--- src/rtl/gpio_mask_bank.sv ---
module gpio_mask_bank #(
  parameter int BANK_ID     = 1,
  parameter int BANK_STRIDE = 256,
  parameter int ALT_OFFSET  = 128,
  parameter int AW          = 12
) (
  input  logic          clk,
  input  logic          rst_n,
  input  logic          wr_en,
  input  logic [AW-1:0] addr,
  input  logic [31:0]   wdata,
  output logic [31:0]   rdata,
  input  logic [31:0]   pin_in,
  output logic [31:0]   pin_out,
  output logic [31:0]   pin_oe,
  output logic [31:0]   irq_en,
  output logic [31:0]   irq_type,
  output logic [31:0]   irq_clr,
  input  logic [31:0]   irq_sta
);
  localparam int WIN = 128;
  localparam logic [AW-1:0] N_LO = AW'(BANK_ID * BANK_STRIDE);
  localparam logic [AW-1:0] N_HI = AW'(BANK_ID * BANK_STRIDE + WIN - 1);
  localparam logic [AW-1:0] A_LO = AW'(BANK_ID * BANK_STRIDE + ALT_OFFSET);
  localparam logic [AW-1:0] A_HI = AW'(BANK_ID * BANK_STRIDE + ALT_OFFSET + WIN - 1);

  logic [3:0][7:0] cfg_q, oe_q, out_q, en_q, typ_q, s1_q, s2_q, sta_v, clr_v;
  logic hit_n, hit_a, wr_hit;
  logic [AW-1:0] off;
  logic [2:0] kind;
  logic [1:0] port;
  logic [7:0] wmask;
  logic [1:0] age_q;
  logic unused_bits;

  function automatic logic [7:0] merge(input logic [7:0] old, input logic [7:0] m,
                                       input logic [7:0] v);
    return (old & ~m) | (v & m);
  endfunction

  assign hit_n  = (addr >= N_LO) && (addr <= N_HI);
  assign hit_a  = (addr >= A_LO) && (addr <= A_HI);
  assign off    = hit_a ? addr - A_LO : addr - N_LO;
  assign kind   = off[6:4];
  assign port   = off[3:2];
  assign wmask  = hit_a ? wdata[15:8] : 8'hFF;
  assign wr_hit = wr_en && (hit_n || hit_a);
  assign sta_v  = irq_sta;
  assign unused_bits = ^{wdata[31:16], off[AW-1:7], off[1:0]};

  always_ff @(posedge clk or negedge rst_n) begin
    if (!rst_n) begin
      cfg_q <= '0; oe_q <= '0; out_q <= '0; en_q <= '0; typ_q <= '0;
      s1_q  <= '0; s2_q <= '0; age_q <= '0;
    end else begin
      s1_q <= pin_in;
      s2_q <= s1_q;
      if (age_q != 2'd2) age_q <= age_q + 2'd1;
      if (wr_hit) begin
        case (kind)
          3'd0: cfg_q[port] <= merge(cfg_q[port], wmask, wdata[7:0]);
          3'd1: oe_q[port]  <= merge(oe_q[port],  wmask, wdata[7:0]);
          3'd2: out_q[port] <= merge(out_q[port], wmask, wdata[7:0]);
          3'd5: en_q[port]  <= merge(en_q[port],  wmask, wdata[7:0]);
          3'd6: typ_q[port] <= merge(typ_q[port], wmask, wdata[7:0]);
          default: ;
        endcase
      end
    end
  end

  always_comb begin
    rdata = '0;
    if (hit_n || hit_a) begin
      case (kind)
        3'd0: rdata[7:0] = cfg_q[port];
        3'd1: rdata[7:0] = oe_q[port];
        3'd2: rdata[7:0] = out_q[port];
        3'd3: if (!hit_a) rdata[7:0] = s2_q[port];
        3'd4: rdata[7:0] = sta_v[port];
        3'd5: rdata[7:0] = en_q[port];
        3'd6: rdata[7:0] = typ_q[port];
        default: ;
      endcase
    end
  end

  always_comb begin
    clr_v = '0;
    if (wr_en && hit_n && kind == 3'd7) clr_v[port] = wdata[7:0];
  end

  assign irq_clr  = clr_v;
  assign pin_oe   = cfg_q & oe_q;
  assign pin_out  = out_q & pin_oe;
  assign irq_en   = en_q;
  assign irq_type = typ_q;

  p_mask_hold_r3: assert property (@(posedge clk) disable iff (!rst_n)
    (wr_en && hit_a && kind == 3'd2 && wdata[15:8] == 8'h00) |=> $stable(out_q));

  p_plain_en_r2: assert property (@(posedge clk) disable iff (!rst_n)
    (wr_en && hit_n && kind == 3'd5) |=> (en_q[$past(port)] == $past(wdata[7:0])));

  p_clr_no_store_r5: assert property (@(posedge clk) disable iff (!rst_n)
    (irq_clr != 32'h0) |=> ($stable(cfg_q) && $stable(oe_q) && $stable(out_q)
                            && $stable(en_q) && $stable(typ_q)));

  p_outside_r9: assert property (@(posedge clk) disable iff (!rst_n)
    (wr_en && !hit_n && !hit_a) |=> ($stable(cfg_q) && $stable(oe_q) && $stable(out_q)
                                     && $stable(en_q) && $stable(typ_q)));

  p_sync_r7: assert property (@(posedge clk) disable iff (!rst_n)
    (age_q == 2'd2) |-> (s2_q == $past(pin_in, 2)));
endmodule

--- config.mk ---
export PLATFORM = sky130hd
export DESIGN_NAME = gpio_mask_bank
export DESIGN_NICKNAME = d
export VERILOG_FILES = /design/src/rtl/gpio_mask_bank.sv
export SDC_FILE = /design/constraint.sdc
export NUM_CORES = 1
export LEC_CHECK = 0
export ABC_AREA = 1
export BUFFER_PORTS_ARGS = -buffer_cell sky130_fd_sc_hd__buf_4
export CELL_PAD_IN_SITES_DETAIL_PLACEMENT = 1
export CELL_PAD_IN_SITES_GLOBAL_PLACEMENT = 1
export CORE_MARGIN = 2
export CORE_UTILIZATION = 42
export CTS_BUF_LIST = sky130_fd_sc_hd__clkbuf_2 sky130_fd_sc_hd__clkbuf_4 sky130_fd_sc_hd__clkbuf_8
export DETAILED_ROUTE_END_ITERATION = 10
export PLACE_DENSITY = 0.95
export SETUP_SLACK_MARGIN = 0.15
export SKIP_CTS_REPAIR_TIMING = 1
export SLEW_MARGIN = 10
export SYNTH_ARGS = -nofsm -noshare
export SYNTH_HDL_FRONTEND = slang
export SYNTH_SLANG_ARGS = --single-unit
--- constraint.sdc ---
create_clock -name clk -period 3.53 [get_ports clk]
set_clock_uncertainty 0.2 [all_clocks]
set_input_delay 0.1765 -clock clk [delete_from_list [all_inputs] [get_ports clk]]
set_output_delay 0.1765 -clock clk [all_outputs]
set_load 0.005 [all_outputs]
; Word level (Yosys, flattened, before mapping)
; Cells that the tools add are included.
[totals]
ff_bits = 224
inputBits = 111
out_inout_bits = 192
elab_cells = 98
[classes]
n_addsub = 2
magnitude_cmp = 6
eq_ne = 7
n_mux = 27
bitwise = 15
n_reduce_logical = 13
[op_table]
columns = operator, n
row1 = 32-bit bitwise mux, 5
row2 = 8-bit binary-select mux with 2-bit select, 7
row3 = 32-bit bitwise AND, 3
row4 = 8-bit 2-to-1 mux, 11
row5 = 8-bit case mux with 7 select lines, 1
row6 = 8-bit bitwise AND, 6
row7 = 8-bit bitwise OR, 5
row8 = 32-bit 2-to-1 mux, 1
row9 = 12-bit by 9-bit >= comparator with 1-bit output (second input constant), 2
row10 = 12-bit by 9-bit less-or-equal comparator with 1-bit output (second input constant), 2
row11 = 8-bit demux with 2-bit select, 1
row12 = 7-bit by 1-bit subtractor with 7-bit output (second input constant), 2
row13 = 3-bit equality test (second input constant), 4
row14 = 2-bit AND reduction, 5
row15 = 8-bit inverter, 1
row16 = 7-bit 2-to-1 mux, 1
row17 = 3-bit by 2-bit equality test with 1-bit output (second input constant), 2
row18 = 1-bit logical AND, 6
row19 = 3-bit by 1-bit equality test with 1-bit output (second input constant), 1
row20 = 3-bit zero test, 1
row21 = 2-bit by 3-bit < comparator with 1-bit output (second input constant), 1
row22 = 2-bit by 1-bit >= comparator with 1-bit output (second input constant), 1
row23 = 1-bit logical OR, 1

; Longest topological paths before layout
[logic_depth]
ltp_word = 9
ltp_mapped = 11
depth_no_buf = 9

; Worst setup path after synthesis
; OpenSTA, ideal clock, no wires.
[synth_timing]
path_kind = input port to output port
start = input addr[2]
end = output rdata[7]
arrival_time_ps = 1260
required_time_ps = 3154
path_slack_ps = 1894
path_stages = 11
path_buffers = 2
cell_sequence = inv_1 buf_2 clkbuf_1 nand2_1 nand2_1 nand2_1 nand2_1 nand2_1 nand2_1 nor2_1 a21oi_1
[synth_via]
elab_chain_cells = 8
word_cells_on_any_way = 34
classes_between = add/sub (2) / order compare (4) / eq/ne (6) / mux (18) / reduce/logical (4)
[synth_lines]
columns = item, line_no
row1 = start: declaration, 10  ; input logic [AW-1:0] addr,
row2 = 12-bit by 9-bit >= comparator with 1-bit output / 12-bit by 9-bit less-or-equal comparator with 1-bit output (equally long branches), 42  ; assign hit_a = (addr >= A_LO) && (addr <= A_HI);
row3 = 1-bit logical AND, 42
row4 = 7-bit 2-to-1 mux, 43  ; assign off = hit_a ? addr - A_LO : addr - N_LO;
row5 = 8-bit binary-select mux with 2-bit select, 79  ; 3'd3: if (!hit_a) rdata[7:0] = s2_q[port];
row6 = 8-bit 2-to-1 mux (implied by the code), 79
row7 = 8-bit 2-to-1 mux, 79
row8 = 8-bit case mux with 7 select lines, 75  ; case (kind)
row9 = 8-bit 2-to-1 mux (*), 74  ; if (hit_n || hit_a) begin
row10 = end: declaration, 12  ; output logic [31:0] rdata,
; Every way passes the cells marked *; elsewhere a longest branch is shown, timed or not. The select of a mux whose other input is x is not followed.

; Final worst setup path
[layout_timing]
start = register typ_q, in the netlist irq_type[25]
end = output rdata[1]
[layout_via]
elab_chain_cells = 4
[layout_lines]
columns = item, line_no
row1 = start: declaration, 27  ; logic [3:0][7:0] cfg_q, oe_q, out_q, en_q, typ_q, s1_q, s2_q, sta_v, clr_v;
row2 = start signal: indexed assignment, 65  ; 3'd6: typ_q[port] <= merge(typ_q[port], wmask, wdata[7:0]);
row3 = 8-bit binary-select mux with 2-bit select, 82  ; 3'd6: rdata[7:0] = typ_q[port];
row4 = 8-bit 2-to-1 mux (implied by the code), 82
row5 = 8-bit case mux with 7 select lines, 75
row6 = 8-bit 2-to-1 mux, 74
; No other way between the ends. The select of a mux whose other input is x is not followed.

==> qor_table.md <==
| Quantity | This run | Unit |
| --- | --- | --- |
| Area share of xor/xnor cells in the synthesized design | 0 | % |
| Maximum number of pins on one net before global-route repair | 104 | - |
| I/O pins | 303 | - |
| Worst Hold Launch | wdata[11] | - |
| Insertion delay of the later-clocked pin in the worst-skew pair | 580 | ps |
| Clock tree from TritonCTS | done | - |
| Number of global-route vias before repair | 13118 | - |
| Cell-internal power | 4340 | uW |
| Clk slew on worst S/H paths | 90 | ps |
| Die extent in y | 171 | um |
| Total congestion overflow | 0 | - |
| DP HPWL | 34700 | um |
| Least-Margin Pin Slew | 920 | ps |
| Area inside the core boundary | 0.0276 | sq mm |
| Most used flip-flop cell after synthesis | sky130_fd_sc_hd__dfrtp_1 | - |
| Capturing element type of the critical path | output pin | - |
| X dimension of the die | 171 | um |
| Overall fraction of global-route tracks in use | 33.5 | % |
| Number of endpoints failing setup at the final stage | 0 | - |
| Power share of the clock group | 44.0 | % |
| Maximum frequency from static timing analysis | 387 | MHz |
| Power per Cell Area | 406 | mW/mm^2 |
| YS warnings | 0 | - |
| Share of flip-flops with an asynchronous set or reset | 100 | % |
| Post-detailed-route via-to-cell ratio | 5.61 | - |
| Final antenna-violating net count | 0 | - |
| IR drop worst, VDD | 459 | uV |
| CTS sink cnt | 224 | - |
| FF+latch area | 0.00561 | sq mm |
| Distinct cell type count of the synthesized netlist | 22 | - |
| Pleak | 0.00879 | uW |
| Post-synth EDFFs | 0 | - |
| DR WL/cell | 23.0 | um |
| Minimum setup slack among reg-to-reg paths | 1620 | ps |
| Synth Area in Adders | 0 | % |
| Post-synthesis instance area | 0.0117 | sq mm |
| Area fraction in and, or, nand and nor cells after synthesis | 37.7 | % |
| Dominant cell by count in the synthesized netlist | sky130_fd_sc_hd__nand2_1 | - |
| Worst endpoint required time | 3150 | ps |
| Compound-cell area share of the yosys netlist | 7.15 | % |
| Routed vias | 13259 | - |
| Number of detailed-routing iterations run before antenna repair | 8 | - |
| Crit Path Category | flop to output pin | - |
| Flip-flop and latch count after synthesis | 224 | - |
| Final wirelength | 54300 | um |
| Input/output buffers | 260 | - |
| Worst-case hold slack | -11.2 | ps |
| Final critical-path share of the clock period | 73.1 | % |
| Worst flop-to-flop path startpoint | irq_type[21] | - |
| Reg-to-Reg End | irq_type[13] | - |
| TritonCTS Buffers | 39 | - |
| Mean instance size in the synthesized netlist | 6.99 | sq um |
| Gate power share | 11.4 | % |
| Class of the tightest hold or removal check | primary input to flop | - |
| Proportion of netlist area held by the largest area contributor | 48.0 | % |
| Initial antenna violation count | 0 | - |
| Largest cells by area after synthesis | sky130_fd_sc_hd__dfrtp_1 (48%), sky130_fd_sc_hd__nand2_1 (30%), sky130_fd_sc_hd__o21ai_0 (3.6%), sky130_fd_sc_hd__nor2_1 (3.4%), sky130_fd_sc_hd__o21ai_1 (3.2%) | - |
| DRC Markers | 0 | - |
| Setup TNS | 0 | ps |
| Clk root buf | sky130_fd_sc_hd__clkbuf_8 | - |
| Cell types with the highest counts after synthesis | sky130_fd_sc_hd__nand2_1 (940), sky130_fd_sc_hd__dfrtp_1 (224), sky130_fd_sc_hd__nor2_1 (106) | - |
| Area growth from synthesis to layout | 29.1 | % |
| Fill cells | 3537 | - |
| Global-route wire length before repair | 74000 | um |
| Number of H-tree levels | 2 | - |
| Unrepaired setup endpoints after global routing | false | - |
| Fraction of final layout cells sized beyond drive strength 1 | 19.9 | % |
| Post-Syn Instances | 1671 | - |
| Reported net switching power | 1780 | uW |
| Sequential cell fraction of total power | 44.6 | % |
| Hold violation total from the final report | 8 | - |
| CP Launch Type | flop | - |
| Standard-cell rows | 61 | - |
| Max-cap viol count | 0 | - |
| Clock buffer depth | 3 | - |
| Antenna Diode Count | 0 | - |
| Switching Fraction | 29.1 | % |
| R2r worst-path depth | 8 | - |
| Cell type contributing the most total cell area after synthesis | sky130_fd_sc_hd__dfrtp_1 | - |
| Final Max Tran Viols | 0 | - |
| Detailed Route Iter0 Violations | 1396 | - |
| Crit path max fanout | 3 | - |
| Run status | finished, violations left | - |
| Initial core utilization | 42.4 | % |
| Share of cell area taken by muxes after synthesis | 0 | % |
| Worst path arrival time | 2200 | ps |
| Worst relative slew slack | 38.0 | % |
| Multi-input combinational cell area | 0.00533 | sq mm |
| Final weighted congestion in routability-driven placement | 0.899 | - |
| Full die area | 0.0292 | sq mm |
| Net count of the finished layout | 2069 | - |
| Min-Delay Endpoint | irq_en[3] | - |
| Violations in the final reports | negative hold slack | - |
| Sequential fraction of the synthesis area | 48.0 | % |
| Main combinational cell family by area after synthesis | simple AND/OR/NAND/NOR gates | - |
| Final period demand of the worst path | 2580 | ps |
| Cell depth of the worst min-delay path | 6 | - |
-- registers in the layout, summed over array words and instances (netlist names) --
signal,count
irq_type,32
s2_q,32
cfg_q,32
s1_q,32
out_q,32
oe_q,32
irq_en,32
-- critical path, cell delays in order, from the launching register on --
cell	delay, ps
sky130_fd_sc_hd__dfrtp_1	530
sky130_fd_sc_hd__nand2_1	150
sky130_fd_sc_hd__nand2_1	130
sky130_fd_sc_hd__nand2_1	50
sky130_fd_sc_hd__nand2_1	140
sky130_fd_sc_hd__nand2_1	100
sky130_fd_sc_hd__nand2_1	100
sky130_fd_sc_hd__nor2_1	70
sky130_fd_sc_hd__a21oi_1	180
sky130_fd_sc_hd__buf_4	170
-- through the flow --
stage	utilization [%]	total power [uW]	std cells	setup WS [ps]	area [sq um]
global route	54.8	6280	2364	918	15100
floorplan	-	3050	1694	1890	11800
CTS	53.5	5970	2330	1110	14700
global placement	50.4	3350	2261	954	13900
detailed placement	50.4	3390	2261	844	13900
finish	54.8	6120	2364	949	15100
-- routing by layer --
metal / wire (um) / track usage, % / vias to the layer above
met1: 19400 / 40.1 / 6476
met4: 3830 / 18.3 / 0
met3: 5050 / 7.73 / 281
met2: 26000 / 56.0 / 863
met5: 0 / 0 / -
li1: - / - / 5639
-- cells by family after synthesis --
| family | count (synthesis) |
|---|---|
| DFF | 224 |
| AOI/OAI and AO/OA | 167 |
| other | 1 |
| buffers and inverters | 179 |
| and+or+nand+nor | 1100 |
-- layout by cell type, fill, tap and decap left out, drive strengths merged --
master and instances:
clkinvlp 1, inv 91, dfrtp 224, nand2 945
clkbuf 61, nor2 130, dlygate4sd3 34, a21oi 8
clkinv 4, buf 279, nor3 7, nand3 18
bufinv 1, o21ai 159, conb 24
-- final cells by class --
cell class | count | share of cell area (%)
sequential | 224 | 37.2
clock inverter | 9 | 0.597
clock buffer | 60 | 5.02
tap | 378 | 3.14
timing repair buffer | 314 | 16.6
inverter | 88 | 2.19
multi-input combinational | 1291 | 35.3
-- worst max path at each step --
stage,to,from,slack (ps)
2_1_floorplan,rdata[7],addr[2],1890
5_1_grt,rdata[1],irq_type[25],920
3_3_place_gp,out_q[8],addr[11],950
6_report,rdata[1],irq_type[25],950
4_1_cts,rdata[3],addr[2],1110
3_5_place_dp,irq_type[24],addr[11],840
-- power groups by stage --
| stage | Combinational [uW] | Sequential (uW) | Clock, uW |
|---|---|---|---|
| 2_1_floorplan | 307 | 2750 | 0 |
| 3_3_place_gp | 595 | 2760 | 0 |
| 3_5_place_dp | 626 | 2770 | 0 |
| 4_1_cts | 634 | 2720 | 2620 |
| 5_1_grt | 740 | 2740 | 2800 |
| 6_report | 698 | 2730 | 2690 |
Note: power is estimated with default switching activity, not from simulation.
